## config.mk

```make
export PLATFORM = sky130hd
export DESIGN_NAME = operand_fwd_ctrl
export DESIGN_NICKNAME = d
export VERILOG_FILES = /design/src/rtl/fwd_pkg.sv /design/src/rtl/fwd_rst_sync.sv /design/src/rtl/fwd_lrr_track.sv /design/src/rtl/fwd_llv_track.sv /design/src/rtl/fwd_src_select.sv /design/src/rtl/operand_fwd_ctrl.sv
export SDC_FILE = /design/constraint.sdc
export NUM_CORES = 1
export LEC_CHECK = 0
export BUFFER_PORTS_ARGS = -buffer_cell sky130_fd_sc_hd__buf_2
export CORE_MARGIN = 2
export CORE_UTILIZATION = 50
export DETAILED_ROUTE_END_ITERATION = 10
export PLACE_DENSITY = 0.94
export SKIP_LAST_GASP = 1
export SLEW_MARGIN = 5
export SYNTH_ARGS = -nofsm -noshare
export SYNTH_HDL_FRONTEND = slang
export SYNTH_SLANG_ARGS = --single-unit
```

## constraint.sdc

```tcl
create_clock -name clk -period 3.9 [get_ports clk]
set_input_delay 0.39 -clock clk [delete_from_list [all_inputs] [get_ports clk]]
set_output_delay 0.39 -clock clk [all_outputs]
set_load 0.01 [all_outputs]
```

## src/rtl/fwd_pkg.sv

```systemverilog
package fwd_pkg;
  typedef enum logic [1:0] {
    SEL_RF  = 2'b00,
    SEL_LRR = 2'b01,
    SEL_LLV = 2'b10
  } opsel_e;
endpackage

```

## src/rtl/fwd_rst_sync.sv

```systemverilog
module fwd_rst_sync (
  input  logic clk,
  input  logic rst_n,
  output logic rst_n_sync
);
  logic [1:0] sync_q;

  always_ff @(posedge clk or negedge rst_n) begin
    if (!rst_n) sync_q <= 2'b00;
    else        sync_q <= {sync_q[0], 1'b1};
  end

  assign rst_n_sync = sync_q[1];
endmodule

```

## src/rtl/fwd_lrr_track.sv

```systemverilog
module fwd_lrr_track #(
  parameter int XLEN = 32,
  parameter int RW   = 4
) (
  input  logic            clk,
  input  logic            rst_n,
  input  logic            res_valid,
  input  logic            res_always,
  input  logic [RW-1:0]   res_dst,
  input  logic [XLEN-1:0] res_data,
  input  logic            accept,
  output logic            valid,
  output logic [RW-1:0]   tag,
  output logic [XLEN-1:0] data
);
  logic valid_n;

  // One-shot validity: consumed by the next accepted instruction,
  // refreshed by every result event (which wins over consumption).
  always_comb begin
    valid_n = valid;
    if (accept)    valid_n = 1'b0;
    if (res_valid) valid_n = res_always;
  end

  always_ff @(posedge clk or negedge rst_n) begin
    if (!rst_n) begin
      valid <= 1'b0;
      tag   <= '0;
      data  <= '0;
    end else begin
      valid <= valid_n;
      if (res_valid) begin
        tag  <= res_dst;
        data <= res_data;
      end
    end
  end
endmodule

```

## src/rtl/fwd_llv_track.sv

```systemverilog
module fwd_llv_track #(
  parameter int XLEN  = 32,
  parameter int RW    = 4,
  parameter int CNT_W = 3
) (
  input  logic             clk,
  input  logic             rst_n,
  input  logic             ld_issue,
  input  logic             ld_ret,
  input  logic [RW-1:0]    ret_dst,
  input  logic [XLEN-1:0]  ret_data,
  input  logic             res_valid,
  input  logic [RW-1:0]    res_dst,
  output logic             valid,
  output logic [RW-1:0]    tag,
  output logic [XLEN-1:0]  data,
  output logic [CNT_W-1:0] cnt,
  output logic             cnt_zero
);
  localparam logic [CNT_W-1:0] CNT_MAX = {CNT_W{1'b1}};

  logic             valid_n;
  logic [CNT_W-1:0] cnt_n;
  logic             dec, inc;

  assign cnt_zero = (cnt == '0);
  assign dec      = ld_ret & ~cnt_zero;
  assign inc      = ld_issue & ((cnt != CNT_MAX) | dec);

  always_comb begin
    unique case ({inc, dec})
      2'b10:   cnt_n = cnt + 1'b1;
      2'b01:   cnt_n = cnt - 1'b1;
      default: cnt_n = cnt;
    endcase
  end

  always_comb begin
    valid_n = valid;
    if (ld_ret)                              valid_n = 1'b1;
    else if (res_valid && (res_dst == tag))  valid_n = 1'b0;
  end

  always_ff @(posedge clk or negedge rst_n) begin
    if (!rst_n) begin
      valid <= 1'b0;
      tag   <= '0;
      data  <= '0;
      cnt   <= '0;
    end else begin
      valid <= valid_n;
      cnt   <= cnt_n;
      if (ld_ret) begin
        tag  <= ret_dst;
        data <= ret_data;
      end
    end
  end
endmodule

```

## src/rtl/fwd_src_select.sv

```systemverilog
module fwd_src_select
  import fwd_pkg::*;
#(
  parameter int RW = 4
) (
  input  logic          use_i,
  input  logic [RW-1:0] src_i,
  input  logic          lrr_en,
  input  logic          lrr_valid,
  input  logic [RW-1:0] lrr_tag,
  input  logic          llv_en,
  input  logic          llv_valid,
  input  logic [RW-1:0] llv_tag,
  input  logic          cnt_zero,
  output opsel_e        sel,
  output logic          wait_o
);
  logic hit_lrr, hit_llv;

  assign hit_lrr = use_i & lrr_en & lrr_valid & (src_i == lrr_tag);
  assign hit_llv = use_i & llv_en & llv_valid & (src_i == llv_tag);

  always_comb begin
    sel    = SEL_RF;
    wait_o = 1'b0;
    if (hit_lrr) begin
      sel = SEL_LRR;
    end else if (hit_llv) begin
      sel    = SEL_LLV;
      wait_o = ~cnt_zero;
    end
  end
endmodule

```

## src/rtl/operand_fwd_ctrl.sv

```systemverilog
module operand_fwd_ctrl
  import fwd_pkg::*;
#(
  parameter int XLEN  = 32,
  parameter int NREG  = 16,
  parameter int CNT_W = 3
) (
  input  logic                    clk,
  input  logic                    rst_n,
  input  logic                    lrr_en_i,
  input  logic                    llv_en_i,
  input  logic                    iss_valid_i,
  input  logic [$clog2(NREG)-1:0] src_a_i,
  input  logic                    src_a_use_i,
  input  logic [$clog2(NREG)-1:0] src_b_i,
  input  logic                    src_b_use_i,
  input  logic                    res_valid_i,
  input  logic                    res_always_i,
  input  logic [$clog2(NREG)-1:0] res_dst_i,
  input  logic [XLEN-1:0]         res_data_i,
  input  logic                    ld_issue_i,
  input  logic                    ld_ret_i,
  input  logic [$clog2(NREG)-1:0] ld_ret_dst_i,
  input  logic [XLEN-1:0]         ld_ret_data_i,
  output logic [1:0]              sel_a_o,
  output logic [1:0]              sel_b_o,
  output logic                    stall_o,
  output logic [XLEN-1:0]         lrr_data_o,
  output logic [XLEN-1:0]         llv_data_o
);
  localparam int RW   = $clog2(NREG);
  localparam int NOPS = 2;

  logic             rst_n_int;
  logic             accept;
  logic             lrr_valid, llv_valid, cnt_zero;
  logic [RW-1:0]    lrr_tag, llv_tag;
  logic [CNT_W-1:0] tok_cnt;

  logic [RW-1:0]    src_v  [NOPS];
  logic             use_v  [NOPS];
  opsel_e           sel_v  [NOPS];
  logic [NOPS-1:0]  wait_v;

  assign src_v[0] = src_a_i;
  assign src_v[1] = src_b_i;
  assign use_v[0] = src_a_use_i;
  assign use_v[1] = src_b_use_i;

  fwd_rst_sync u_rst (
    .clk        (clk),
    .rst_n      (rst_n),
    .rst_n_sync (rst_n_int)
  );

  fwd_lrr_track #(.XLEN(XLEN), .RW(RW)) u_lrr (
    .clk        (clk),
    .rst_n      (rst_n_int),
    .res_valid  (res_valid_i),
    .res_always (res_always_i),
    .res_dst    (res_dst_i),
    .res_data   (res_data_i),
    .accept     (accept),
    .valid      (lrr_valid),
    .tag        (lrr_tag),
    .data       (lrr_data_o)
  );

  fwd_llv_track #(.XLEN(XLEN), .RW(RW), .CNT_W(CNT_W)) u_llv (
    .clk       (clk),
    .rst_n     (rst_n_int),
    .ld_issue  (ld_issue_i),
    .ld_ret    (ld_ret_i),
    .ret_dst   (ld_ret_dst_i),
    .ret_data  (ld_ret_data_i),
    .res_valid (res_valid_i),
    .res_dst   (res_dst_i),
    .valid     (llv_valid),
    .tag       (llv_tag),
    .data      (llv_data_o),
    .cnt       (tok_cnt),
    .cnt_zero  (cnt_zero)
  );

  for (genvar g = 0; g < NOPS; g++) begin : g_op
    fwd_src_select #(.RW(RW)) u_sel (
      .use_i     (use_v[g]),
      .src_i     (src_v[g]),
      .lrr_en    (lrr_en_i),
      .lrr_valid (lrr_valid),
      .lrr_tag   (lrr_tag),
      .llv_en    (llv_en_i),
      .llv_valid (llv_valid),
      .llv_tag   (llv_tag),
      .cnt_zero  (cnt_zero),
      .sel       (sel_v[g]),
      .wait_o    (wait_v[g])
    );
  end

  assign stall_o = iss_valid_i & (|wait_v);
  assign accept  = iss_valid_i & ~stall_o;
  assign sel_a_o = iss_valid_i ? sel_v[0] : SEL_RF;
  assign sel_b_o = iss_valid_i ? sel_v[1] : SEL_RF;
endmodule

```

---- Word-level counts from Yosys, hierarchy flattened ----
Index checks and enable logic that the tools add are counted.
Widths: inputs -> output; s select.
operators by class
  $add $sub $neg .......................... 2
  $mul .................................... 0
  div/mod/pow operators ................... 0
  order comparisons ....................... 0
  equal/unequal tests ..................... 8
  shifts and indexed selects .............. 0
  muxes and demuxes ....................... 15
  bitwise operators ....................... 19
  reduce and logical (&&, ||, !) cells .... 6
operator list
  kind                 number
  $eq 4x4->1           5
  $and 1x1->1          16
  $mux 2               6
  $mux 1               8
  $pmux 3 s2           1
  $reduce_bool 2->1    3
  $add 3x1->3 const B  1
  $logic_not 3->1      1
  $ne 3x3->1 const B   1
  $sub 3x1->3 const B  1
  $eq 2x1->1 const B   1
  $eq 2x2->1 const B   1
  $not 1->1            2
  $reduce_or 2->1      1
  $logic_and 1x1->1    1
  $or 1x1->1           1
word-level totals
  register bits ........................... 79
  latch bits .............................. 0
  RAM bits ................................ 0
  ROM bits ................................ 0
  input port bits ......................... 91
  output and inout port bits .............. 69
  logic and storage cells ................. 58
  memories kept ........................... 0

---- Depth between registers and ports, before layout ----
Gate-level depths: netlist of run 1.
  depth after elaboration ................. 11
  depth in mapped cells ................... 9
  depth with buffers taken out ............ 8

---- Modules after synthesis ----
A second synthesis of run 1 with hierarchy kept.
second synthesis, totals
  cell total of the unflattened synthesis .. 254
  area total of the unflattened synthesis .. 3634.7 um^2
by module, submodules not included
  module            times used  cells an instance  area an instance (um^2)  sequential area each (um^2)
  fwd_llv_track     1           128                1745.4                   1001.0
  fwd_lrr_track     1           79                 1450.1                   925.9
  fwd_src_select    2           19                 167.7                    0.0
  fwd_rst_sync      1           3                  53.8                     50.0
  operand_fwd_ctrl  1           6                  50.0                     0.0

---- Least setup slack after synthesis of run 1 ----
Ideal clock, no wire load.
  kind .................................... register -> register
  start ................................... reg u_llv.cnt[0]
  end ..................................... reg u_llv.cnt[2]
  library setup time ...................... 94 ps
  data arrival time ....................... 1800 ps
  data required time ...................... 3806 ps
  setup slack ............................. 2006 ps
  stages on the path, launching flop included .. 10
  path buffers ............................ 1
  period minus slack after synthesis ...... 1894 ps
  path through ............................ dfrtp_1 > clkbuf_1 > or3_1 > nand2_1 > fa_1 > nor2b_1 > a31o_2 > nand2_1 > o21ai_1 > a211oi_1
between the ends
  cells in the longest elaborated chain, start to end .. 7
  elaborated cells on any way between the ends .. 12
  classes of those cells .................. 2 x add/sub; 3 x eq/ne; 1 x mux; 4 x bitwise; 2 x reduce/logical
RTL lines
  element                                          RTL line             source
  from (decl)                                      fwd_llv_track.sv:17  output logic [CNT_W-1:0] cnt,
  from (signal assigned)                           fwd_llv_track.sv:52  cnt <= cnt_n;
  $logic_not 3->1                                  fwd_llv_track.sv:26  assign cnt_zero = (cnt == '0);
  $not 1->1                                        fwd_llv_track.sv:27  assign dec = ld_ret & ~cnt_zero;
  $and 1x1->1                                      fwd_llv_track.sv:27
  $or 1x1->1                                       fwd_llv_track.sv:28  assign inc = ld_issue & ((cnt != CNT_MAX) | dec);
  $and 1x1->1                                      fwd_llv_track.sv:28
  $eq 2x1->1 or $eq 2x2->1 (tied branches)         fwd_llv_track.sv:31  unique case ({inc, dec})
  $pmux 3 s2 or $reduce_bool 2->1 (tied branches)  -
Parallel ways exist; a longest one is shown, timed or not.
A chain may end at the register's enable or synchronous reset.

---- Worst setup path in the final report of run 1 ----
  start ................................... reg u_llv.tag[0]
  end ..................................... out stall_o
between the ends
  cells in the longest elaborated chain, start to end .. 6
  elaborated cells on any way between the ends .. 10
  classes of those cells .................. 2 x eq/ne; 4 x mux; 3 x bitwise; 1 x reduce/logical
RTL lines
  element                 RTL line                 source
  from (decl)             fwd_llv_track.sv:15      output logic [RW-1:0] tag,
  from (signal assigned)  fwd_llv_track.sv:54      tag <= ret_dst;
  $eq 4x4->1              fwd_src_select.sv:21     assign hit_llv = use_i & llv_en & llv_valid & (src_i == llv_tag);
  $and 1x1->1             fwd_src_select.sv:21
  $mux 1                  fwd_src_select.sv:28     end else if (hit_llv) begin
  $mux 1                  fwd_src_select.sv:26     if (hit_lrr) begin
  $reduce_or 2->1 (*)     operand_fwd_ctrl.sv:101  assign stall_o = iss_valid_i & (|wait_v);
  $and 1x1->1 (*)         operand_fwd_ctrl.sv:101
  to (decl)               operand_fwd_ctrl.sv:27   output logic stall_o,
Mark *: on every way between the ends. The rest lies on a longest branch, timed or not.

==> run_results.csv, run 1 <==
group,metric,value,unit
place,routabilityCongestion,0.810,
yosys,synth_edf_count,0,
clock_network,clock_path_buffers,2,
floorplanning,ios,160,
power,p_int,1.37,mW
cells_and_area,nFillCells,473,
timing,tns,0,ns
route,vias_per_cell,5.21,
timing,worst_pin_slew,0.955,ns
global_routing,grtUsageMet3,0.0635,
global_routing,busiest_layer,"met2",
timing,hold_ws,0.273,ns
critical_path,path_class,"flip-flop to output port",
timing,report.final.setup_viol,0,
timing,max_freq,408,MHz
floorplanning,die_h,86.2,um
timing,hold_viol,0,
timing,worst_slack,1.45,ns
route,vias,2524,
yosys,ys_top_cells_by_count,"79 x dfrtp_1, 72 x mux2_2, 15 x xor2_1",
yosys,synth-seq-cells,79,
place,place_area,4230,um2
yosys,syn_inst,241,
clock_network,insertion_delay,0.34,ns
yosys,async_flop_share,1.00,
clock_network,cts_root_buffer,"clkbuf_8",
timing,rsz0062_at_grt,"no",
timing,min_period,2.45,ns
route,initialDrtViolationCount,146,
power,p_leak,2.12,nW
yosys,yosysTopAreaCellShare,0.586,
critical_path,cp.required,3.51,ns
power,p_clk_frac,0.278,
power,total_power,1.94,mW
place,io_buffers,159,
cells_and_area,drive_above_1_share,0.616,
yosys,avgSynthCellArea,14.0,um2
power,ir_drop,0.000263,V
floorplanning,start_util,0.525,
floorplanning,die_w,86.2,um
run_status,status,"completed",
cells_and_area,areaGrowthSynthToFinish,30.8,%
clock_network,clk_pin_slew,0.08,ns
clock_network,post_cts_buffers,0,
global_routing,use_met1,0.237,
global_routing,grt_overflow,0,
cells_and_area,nNetsFinal,493,
place,preCtsSetupSlack,1.24,ns
floorplanning,row_count,29,
yosys,synthFlopType,"dfrtp_1",
power,p_comb_frac,0.206,
yosys,yosysWarnings,0,
clock_network,cts_sinks,79,
timing,maxSlewViolCount,0,
critical_path,cp-end-kind,"output port",
route,post-route-drc-count,0,
global_routing,grt_pass1_wl,11.7,mm
global_routing,grt_start_max_net_pins,78,
global_routing,track_usage,0.204,
power,seqPwrFrac,0.517,
timing,fin_skew,0.00804,ns
yosys,synth.distinct_cells,39,
power,power_density,440,nW/um2
yosys,synth.area.top_cells,"dfrtp_1 59%, mux2_2 24%, xor2_1 3.9%, xnor2_1 1.3%, o21ai_0 1.0%",
critical_path,worstPathArrival,2.06,ns
global_routing,grt_antenna_before_repair,1,
timing,finalCritPeriodShare,0.628,
critical_path,worstPathMaxFanout,4,
yosys,synth.most_common_cell,"dfrtp_1",
route,totalWireLength,7.52,mm
yosys,ys_seq_area_frac,0.586,
yosys,syn_nets,333,
clock_network,cts_buffers,9,
place,hpwl,5.59,mm
job,cap_violations,0,
clock_network,cts_max_level,3,
yosys,synth_top_cell_by_area,"dfrtp_1",
clock_network,cts_tree,"built",
global_routing,grt_util_met2,0.347,
yosys,syn-cell-area,3370,um2
global_routing,grt_pass1_vias,2551,
route,drtPass1Iterations,4,
floorplanning,dieArea,7420,um2
power,swShare,0.293,
hold_path,worstHoldPathType,"input port to flip-flop",
timing,maxSlewHeadroom,0.363,
route,wire_per_inst,15.5,um
floorplanning,core_area,6420,um2
route,ant_nets,0,
power,p_switching,0.569,mW
critical_path,cp-start-kind,"flip-flop",
cells_and_area,finalInstanceArea,4420,um2
per-stage QoR:
stage,utilization,std cells
2_1_floorplan,-,241
3_3_place_gp,0.658,466
3_5_place_dp,0.658,466
4_1_cts,0.687,483
5_1_grt,0.687,483
6_report,0.688,484
power groups by stage:
| stage | Clock [mW] | Sequential [mW] | Combinational [mW] |
|---|---|---|---|
| after global routing | 0.589 | 1.02 | 0.435 |
| after global placement | 0 | 1.01 | 0.378 |
| after detailed placement | 0 | 1.02 | 0.401 |
| after CTS | 0.552 | 1.00 | 0.404 |
| after floorplan | 0 | 1.02 | 0.233 |
| final | 0.539 | 1.00 | 0.400 |
cell type report:
cell class / count / area [um2] / area share
Tap cell: 77 / 96.3 / 0.0218
Antenna cell: 1 / 2.50 / 0.000567
Clock inverter: 5 / 33.8 / 0.00765
Clock buffer: 11 / 141 / 0.0320
Sequential cell: 79 / 1980 / 0.449
Multi-Input combinational cell: 148 / 1340 / 0.303
Inverter: 2 / 7.51 / 0.00170
Timing Repair Buffer: 161 / 813 / 0.184
timing repair:
| action | 4_1_cts | 5_1_grt |
|---|---|---|
| endpoints found under the setup margin | 0 | 0 |
| hold buffers | 1 | 0 |
| hold endpoints to repair | 2 | 0 |
| resized for setup | 0 | 0 |
worst max-delay path, cell delays in order (launching register included):
cell,delay [ns]
dfrtp_1,0.44
xor2_1,0.17
or4_1,0.59
o22a_1,0.22
nor2_1,0.14
buf_2,0.15
registers in the layout (all words and copies together) (netlist names):
signal and cells:
u_lrr.valid 1, u_llv.tag 4, u_llv.data 32, u_lrr.tag 4, u_lrr.data 32, u_llv.cnt 3
u_llv.valid 1, u_rst.sync_q 2
worst paths after layout:
| check | slack, ns | from | end | depth (start not counted) |
|---|---|---|---|---|
| min in group asynchronous | 0.38 | rst_n | u_rst.sync_q[1] | 2 |
| min reg2reg | 0.36 | u_rst.sync_q[0] | u_rst.sync_q[1] | 0 |
| max | 1.45 | u_llv.tag[0] | stall_o | 5 |
| max in group asynchronous | 2.79 | u_rst.sync_q[1] | u_llv.data[12] | 0 |
| max reg2reg | 1.76 | u_llv.cnt[2] | u_llv.cnt[2] | 8 |
| min | 0.27 | ld_ret_data_i[9] | u_llv.data[9] | 2 |
cells by family after synthesis:
logic type,after synthesis,synth area share
multiplexers,72,0.240
AND/OR/NAND/NOR,31,0.0538
AO/OA/AOI/OAI,23,0.0441
flip-flops,79,0.586
buffers and inverters,14,0.0171
XOR/XNOR,20,0.0519
adder cells (fa/ha/maj),1,0.00593
other,1,0.00111
cells in the final DEF (no fill, tap or decap), types with 3 or more instances in the layout:
cell type	count
dfrtp_1	78
o21ai_0	7
buf_2	159
nand2_1	5
mux2_2	72
nor2_1	3
xor2_1	15
xnor2_1	5
clkbuf_8	10
nor3b_1	3
nand4_1	4
routing by layer:
layer / wire [um] / up-vias
li1: - / 1184
met5: 0 / -
met1: 2970 / 1197
met3: 653 / 16
met4: 154 / 0
met2: 3740 / 127
Note: power is estimated with default switching activity, not from simulation.
==> inputs of run 2 (changes only) <==
- CORE_UTILIZATION: 50 -> 42
- PLACE_DENSITY: 0.94 -> 0.85
- clock period: 3.9 -> 2.2 ns (I/O delays scaled with it)
==> run 2 against run 1 <==
Against the previous run: register-to-register slack got worse by 1.6 ns; total power rose by 86%; sequential share of layout area fell by 1.4 points; flip-flop and latch count did not move; setup slack got worse by 1.4 ns; critical path depth did not move.
==> run_results.csv, run 2 (synthesized netlist as in run 1, its figures left out) <==
group,metric,value,unit
timing,hold_viol,0,
critical_path,path_class,"flip-flop to output port",
cells_and_area,nFillCells,656,
route,ant_nets,0,
critical_path,cp-start-kind,"flip-flop",
floorplanning,start_util,0.434,
critical_path,reg2regPathDepth,8,
timing,worst_pin_slew,0.541,ns
global_routing,track_usage,0.172,
cells_and_area,nNetsFinal,501,
timing,maxSlewViolCount,0,
power,p_comb_frac,0.220,
critical_path,worstPathMaxFanout,4,
power,ir_drop,0.000411,V
global_routing,grt_overflow,0,
clock_network,insertion_delay,0.34,ns
timing,report.final.setup_viol,0,
critical_path,regToRegSetupSlack,0.14,ns
cells_and_area,mostFrequentLayoutCells,"159 x buf_2, 76 x dfrtp_1, 72 x mux2_2",
route,initialDrtViolationCount,34,
clock_network,cts_max_level,3,
place,placedCellCount,494,
clock_network,cts_sinks,79,
critical_path,reg2reg_to,"u_llv.cnt[2]",
hold_path,worstHoldPathType,"input port to flip-flop",
hold_path,min_from,"res_data_i[18]",
clock_network,clock_path_buffers,2,
timing,min_period,2.15,ns
timing,rsz0062_at_grt,"yes",
timing,max_freq,465,MHz
power,swShare,0.285,
hold_path,hold_depth,2,
route,totalWireLength,7.59,mm
global_routing,grt_antenna_before_repair,1,
timing,fin_skew,0.00991,ns
floorplanning,die_h,93.6,um
floorplanning,dieArea,8770,um2
place,routabilityCongestion,0.845,
cells_and_area,reg_top3,"u_llv.data x32, u_lrr.data x32",
cells_and_area,final_cell_count_no_fill,517,
clock_network,cts_root_buffer,"clkbuf_8",
job,cap_violations,0,
route,post-route-drc-count,0,
critical_path,cp.required,1.98,ns
floorplanning,core_area,7770,um2
route,vias,2555,
critical_path,r2r_start,"u_llv.cnt[0]",
cells_and_area,final_common_cell,"buf_2",
power,p_int,2.58,mW
place,hpwl,5.71,mm
power,total_power,3.61,mW
timing,finalCritPeriodShare,0.977,
floorplanning,row_count,32,
power,p_clk_frac,0.298,
route,vias_per_cell,4.94,
cells_and_area,areaGrowthSynthToFinish,35.2,%
place,io_buffers,159,
cells_and_area,drive_above_1_share,0.635,
timing,tns,0,ns
route,drtPass1Iterations,4,
timing,maxSlewHeadroom,0.639,
global_routing,grt_pass1_wl,11.7,mm
critical_path,cp-end-kind,"output port",
clock_network,cts_buffers,9,
power,p_leak,2.18,nW
global_routing,grt_pass1_vias,2641,
floorplanning,die_w,93.6,um
run_status,status,"completed",
hold_path,whs_endpoint,"u_lrr.data[18]",
clock_network,cts_tree,"built",
clock_network,clk_pin_slew,0.08,ns
power,p_switching,1.03,mW
power,seqPwrFrac,0.482,
floorplanning,ios,160,
power,power_density,792,nW/um2
global_routing,grt_start_max_net_pins,48,
critical_path,worstPathArrival,1.93,ns
route,wire_per_inst,14.7,um
[run 2: metal layers]
| layer | vias to the layer above | track usage | share of wire |
|---|---|---|---|
| li1 | 1190 | - | - |
| met1 | 1243 | 0.191 | 0.40 |
| met2 | 116 | 0.307 | 0.50 |
| met3 | 6 | 0.0564 | 0.088 |
| met4 | 0 | 0.0604 | 0.0087 |
| met5 | - | 0 | 0 |
[run 2: repair_timing]
action | 4_1_cts | 5_1_grt
setup endpoints to repair | 1 | 1
setup buffers | 2 | 3
resized for setup | 0 | 5
endpoints found under the hold margin | 2 | 0
hold buffers | 1 | 0
pin swaps | 0 | 1
[run 2: how the worst max path moves through the flow]
stage	slack, ns	depth (start not counted)	endpoint	start
2_1_floorplan	0.31	9	u_llv.cnt[2]	u_llv.cnt[0]
3_3_place_gp	0.29	8	u_llv.cnt[2]	u_llv.cnt[0]
3_5_place_dp	0.18	8	u_llv.cnt[2]	u_llv.cnt[0]
4_1_cts	0.002	6	stall_o	u_llv.tag[2]
5_1_grt	-0.03	6	stall_o	u_llv.tag[1]
6_report	0.05	5	stall_o	u_llv.tag[0]
[run 2: power by group through the flow]
stage	logic [mW]	registers (mW)	clock network, mW
after detailed placement	0.776	1.77	0
after global routing	0.865	1.76	1.19
after floorplan	0.414	1.81	0
final	0.794	1.74	1.08
after global placement	0.734	1.75	0
after CTS	0.785	1.74	1.11
[run 2: cell type report]
type	instances	area, um2	area share
Sequential cell	79	1980	0.435
Multi-Input combinational cell	148	1360	0.297
Timing Repair Buffer	169	886	0.194
Clock buffer	11	141	0.0310
Tap cell	102	128	0.0280
Clock inverter	5	57.6	0.0126
Inverter	2	7.51	0.00165
Antenna cell	1	2.50	0.000549
[run 2: critical path, stage by stage (launching register included)]
cell	delay (ns)
dfrtp_1	0.42
xor2_1	0.16
or4_4	0.55
o22a_1	0.22
nor2_1	0.10
buf_2	0.14
[run 2: per-stage QoR]
step	instance area, um2	utilization	worst slack (ns)	hold WS [ns]
finish	4560	0.587	0.0496	0.104
global placement	4290	0.553	0.287	0.00676
detailed placement	4290	0.553	0.182	0.0111
global route	4560	0.587	-0.0334	0.0839
floorplan	3380	-	0.306	-0.0756
CTS	4520	0.582	0.00184	0.0838
==> inputs of run 3 (changes only) <==
- REMOVE_ABC_BUFFERS: default -> 1
==> run 3 against run 2 <==
Against the previous run: via count decreased by 0.70%; total power increased by 2.3%; sequential share of layout area increased by 0.056 points; final area decreased by 0.19%; setup slack improved by 0.031 ns; clock skew about the same; sequential power about the same; hold slack improved by 0.0013 ns; utilization decreased by 0.11 points; combinational power decreased by 2%; register-to-register slack improved by 0.05 ns; count of clock-buffer cells in the layout decreased by 1; critical path type unchanged.
==> run_results.csv, run 3 (synthesized netlist as in run 1, its figures left out) <==
group,metric,value,unit
timing,finalCritPeriodShare,0.963,
critical_path,r2r_start,"u_llv.cnt[0]",
timing,min_period,2.12,ns
route,ant_nets,0,
floorplanning,core_area,7770,um2
timing,fin_skew,0.00983,ns
global_routing,grt_antenna_before_repair,0,
global_routing,grt_pass1_wl,11.7,mm
critical_path,cp-end-kind,"output port",
clock_network,insertion_delay,0.33,ns
critical_path,crit_family,"simple AND/OR/NAND/NOR gates",
route,totalWireLength,7.54,mm
timing,hold_ws,0.105,ns
critical_path,cp.required,1.98,ns
timing,maxSlewViolCount,0,
power,p_comb_frac,0.210,
cells_and_area,areaGrowthSynthToFinish,34.9,%
hold_path,hold_depth,2,
critical_path,worstPathMaxFanout,3,
timing,hold_viol,0,
clock_network,clk_pin_slew,0.09,ns
timing,report.final.setup_viol,0,
floorplanning,die_w,93.6,um
job,cap_violations,0,
floorplanning,row_count,32,
critical_path,reg2reg_to,"u_llv.cnt[2]",
place,preCtsSetupSlack,0.239,ns
power,p_leak,2.17,nW
route,wire_per_inst,14.7,um
global_routing,grt_overflow,0,
run_status,status,"completed",
global_routing,grt_start_max_net_pins,48,
power,p_switching,1.03,mW
power,swShare,0.278,
power,seqPwrFrac,0.471,
clock_network,clock_path_buffers,2,
power,p_int,2.66,mW
power,power_density,811,nW/um2
critical_path,max_stage_delay,0.54,ns
cells_and_area,final_cell_count_no_fill,513,
timing,max_freq,472,MHz
critical_path,cp-start-kind,"flip-flop",
cells_and_area,diodes,0,
cells_and_area,final_common_cell,"buf_2",
cells_and_area,mostFrequentLayoutCells,"159 x buf_2, 77 x dfrtp_1, 72 x mux2_2",
critical_path,path_class,"flip-flop to output port",
place,hpwl,5.65,mm
hold_path,min_from,"ld_ret_data_i[29]",
floorplanning,ios,160,
place,routabilityCongestion,0.814,
critical_path,crit_chain,"xor2_1 > or4_4 > o22a_1 > nor2_1 > buf_2",
route,post-route-drc-count,0,
clock_network,cts_buffers,9,
route,drtPass1Iterations,4,
place,io_buffers,159,
global_routing,track_usage,0.171,
clock_network,cts_root_buffer,"clkbuf_8",
critical_path,critPathBufInv,1,
route,initialDrtViolationCount,52,
route,vias_per_cell,4.95,
hold_path,whs_endpoint,"u_llv.data[29]",
critical_path,reg2regPathDepth,8,
cells_and_area,nNetsFinal,498,
clock_network,cts_sinks,79,
cells_and_area,reg_top3,"u_llv.data x32, u_lrr.data x32",
clock_network,cts_tree,"built",
critical_path,regToRegSetupSlack,0.19,ns
critical_path,cp_slowest_cell,"or4_4",
floorplanning,die_h,93.6,um
timing,worst_slack,0.0805,ns
cells_and_area,nFillCells,669,
timing,rsz0062_at_grt,"yes",
critical_path,worstPathArrival,1.90,ns
route,vias,2537,
place,placedCellCount,495,
power,ir_drop,0.000476,V
floorplanning,start_util,0.434,
power,total_power,3.69,mW
hold_path,worstHoldPathType,"input port to flip-flop",
timing,maxSlewHeadroom,0.633,
global_routing,grt_pass1_vias,2658,
clock_network,cts_max_level,3,
floorplanning,dieArea,8770,um2
timing,worst_pin_slew,0.546,ns
power,p_clk_frac,0.320,
cells_and_area,drive_above_1_share,0.628,
==> run 3: cell types whose count changed in the layout (fill, tap and decap cells not counted), sizes merged <==
cell | before | now
buf | 168 | 165
bufinv | 1 | 2
clkbuf | 11 | 10
clkinv | 3 | 2
clkinvlp | 0 | 1
diode | 1 | 0
==> run 3: metrics by stage <==
| stage | TNS, ns | area [um2] | utilization |
|---|---|---|---|
| 2_1_floorplan | -12.56 | 3320 | - |
| 4_1_cts | 0 | 4530 | 0.584 |
| 6_report | 0 | 4550 | 0.586 |
| 5_1_grt | -0.0450 | 4550 | 0.586 |
| 3_3_place_gp | 0 | 4300 | 0.554 |
| 3_5_place_dp | 0 | 4300 | 0.554 |
==> run 3: what timing repair did <==
item,4_1_cts,5_1_grt
setup buffers,0,1
hold buffers,1,0
hold endpoints to repair,2,0
endpoints found under the setup margin,0,1
resized for setup,0,3
==> run 3: layout make-up <==
cell class / count / area (um2) / area share
clock buffers: 10 / 128 / 0.0280
clock inverters: 6 / 93.8 / 0.0206
inverters: 2 / 7.51 / 0.00165
multi-input cells: 148 / 1350 / 0.297
flip-flops and latches: 79 / 1980 / 0.435
well taps: 102 / 128 / 0.0280
repair buffers: 166 / 863 / 0.190
==> run 3: worst max path at each step <==
| stage | startpoint | cells after the start | slack, ns | to |
|---|---|---|---|---|
| floorplan | u_rst.sync_q[1] | 0 | -0.16 | u_llv.cnt[0] |
| global placement | u_llv.cnt[0] | 8 | 0.30 | u_llv.cnt[2] |
| detailed placement | u_llv.cnt[0] | 8 | 0.24 | u_llv.cnt[2] |
| CTS | u_llv.tag[1] | 5 | 0.05 | stall_o |
| global route | u_llv.tag[1] | 6 | -0.05 | stall_o |
| finish | u_llv.tag[1] | 5 | 0.08 | stall_o |
==> run 3: power groups by stage <==
| stage | clock, mW | combinational, mW | sequential (mW) |
|---|---|---|---|
| final | 1.18 | 0.775 | 1.74 |
| after global routing | 1.27 | 0.856 | 1.76 |
| after detailed placement | 0 | 0.767 | 1.77 |
| after CTS | 1.21 | 0.770 | 1.74 |
| after floorplan | 0 | 0.351 | 1.83 |
| after global placement | 0 | 0.736 | 1.76 |
==> run 3: layer usage <==
layer  track usage  up-vias  routed length, um
met5             0        -                  0
met4        0.0676        0                123
met3        0.0548       16                533
met2         0.303       86               3950
met1         0.190     1250               2930
li1              -     1185                  -
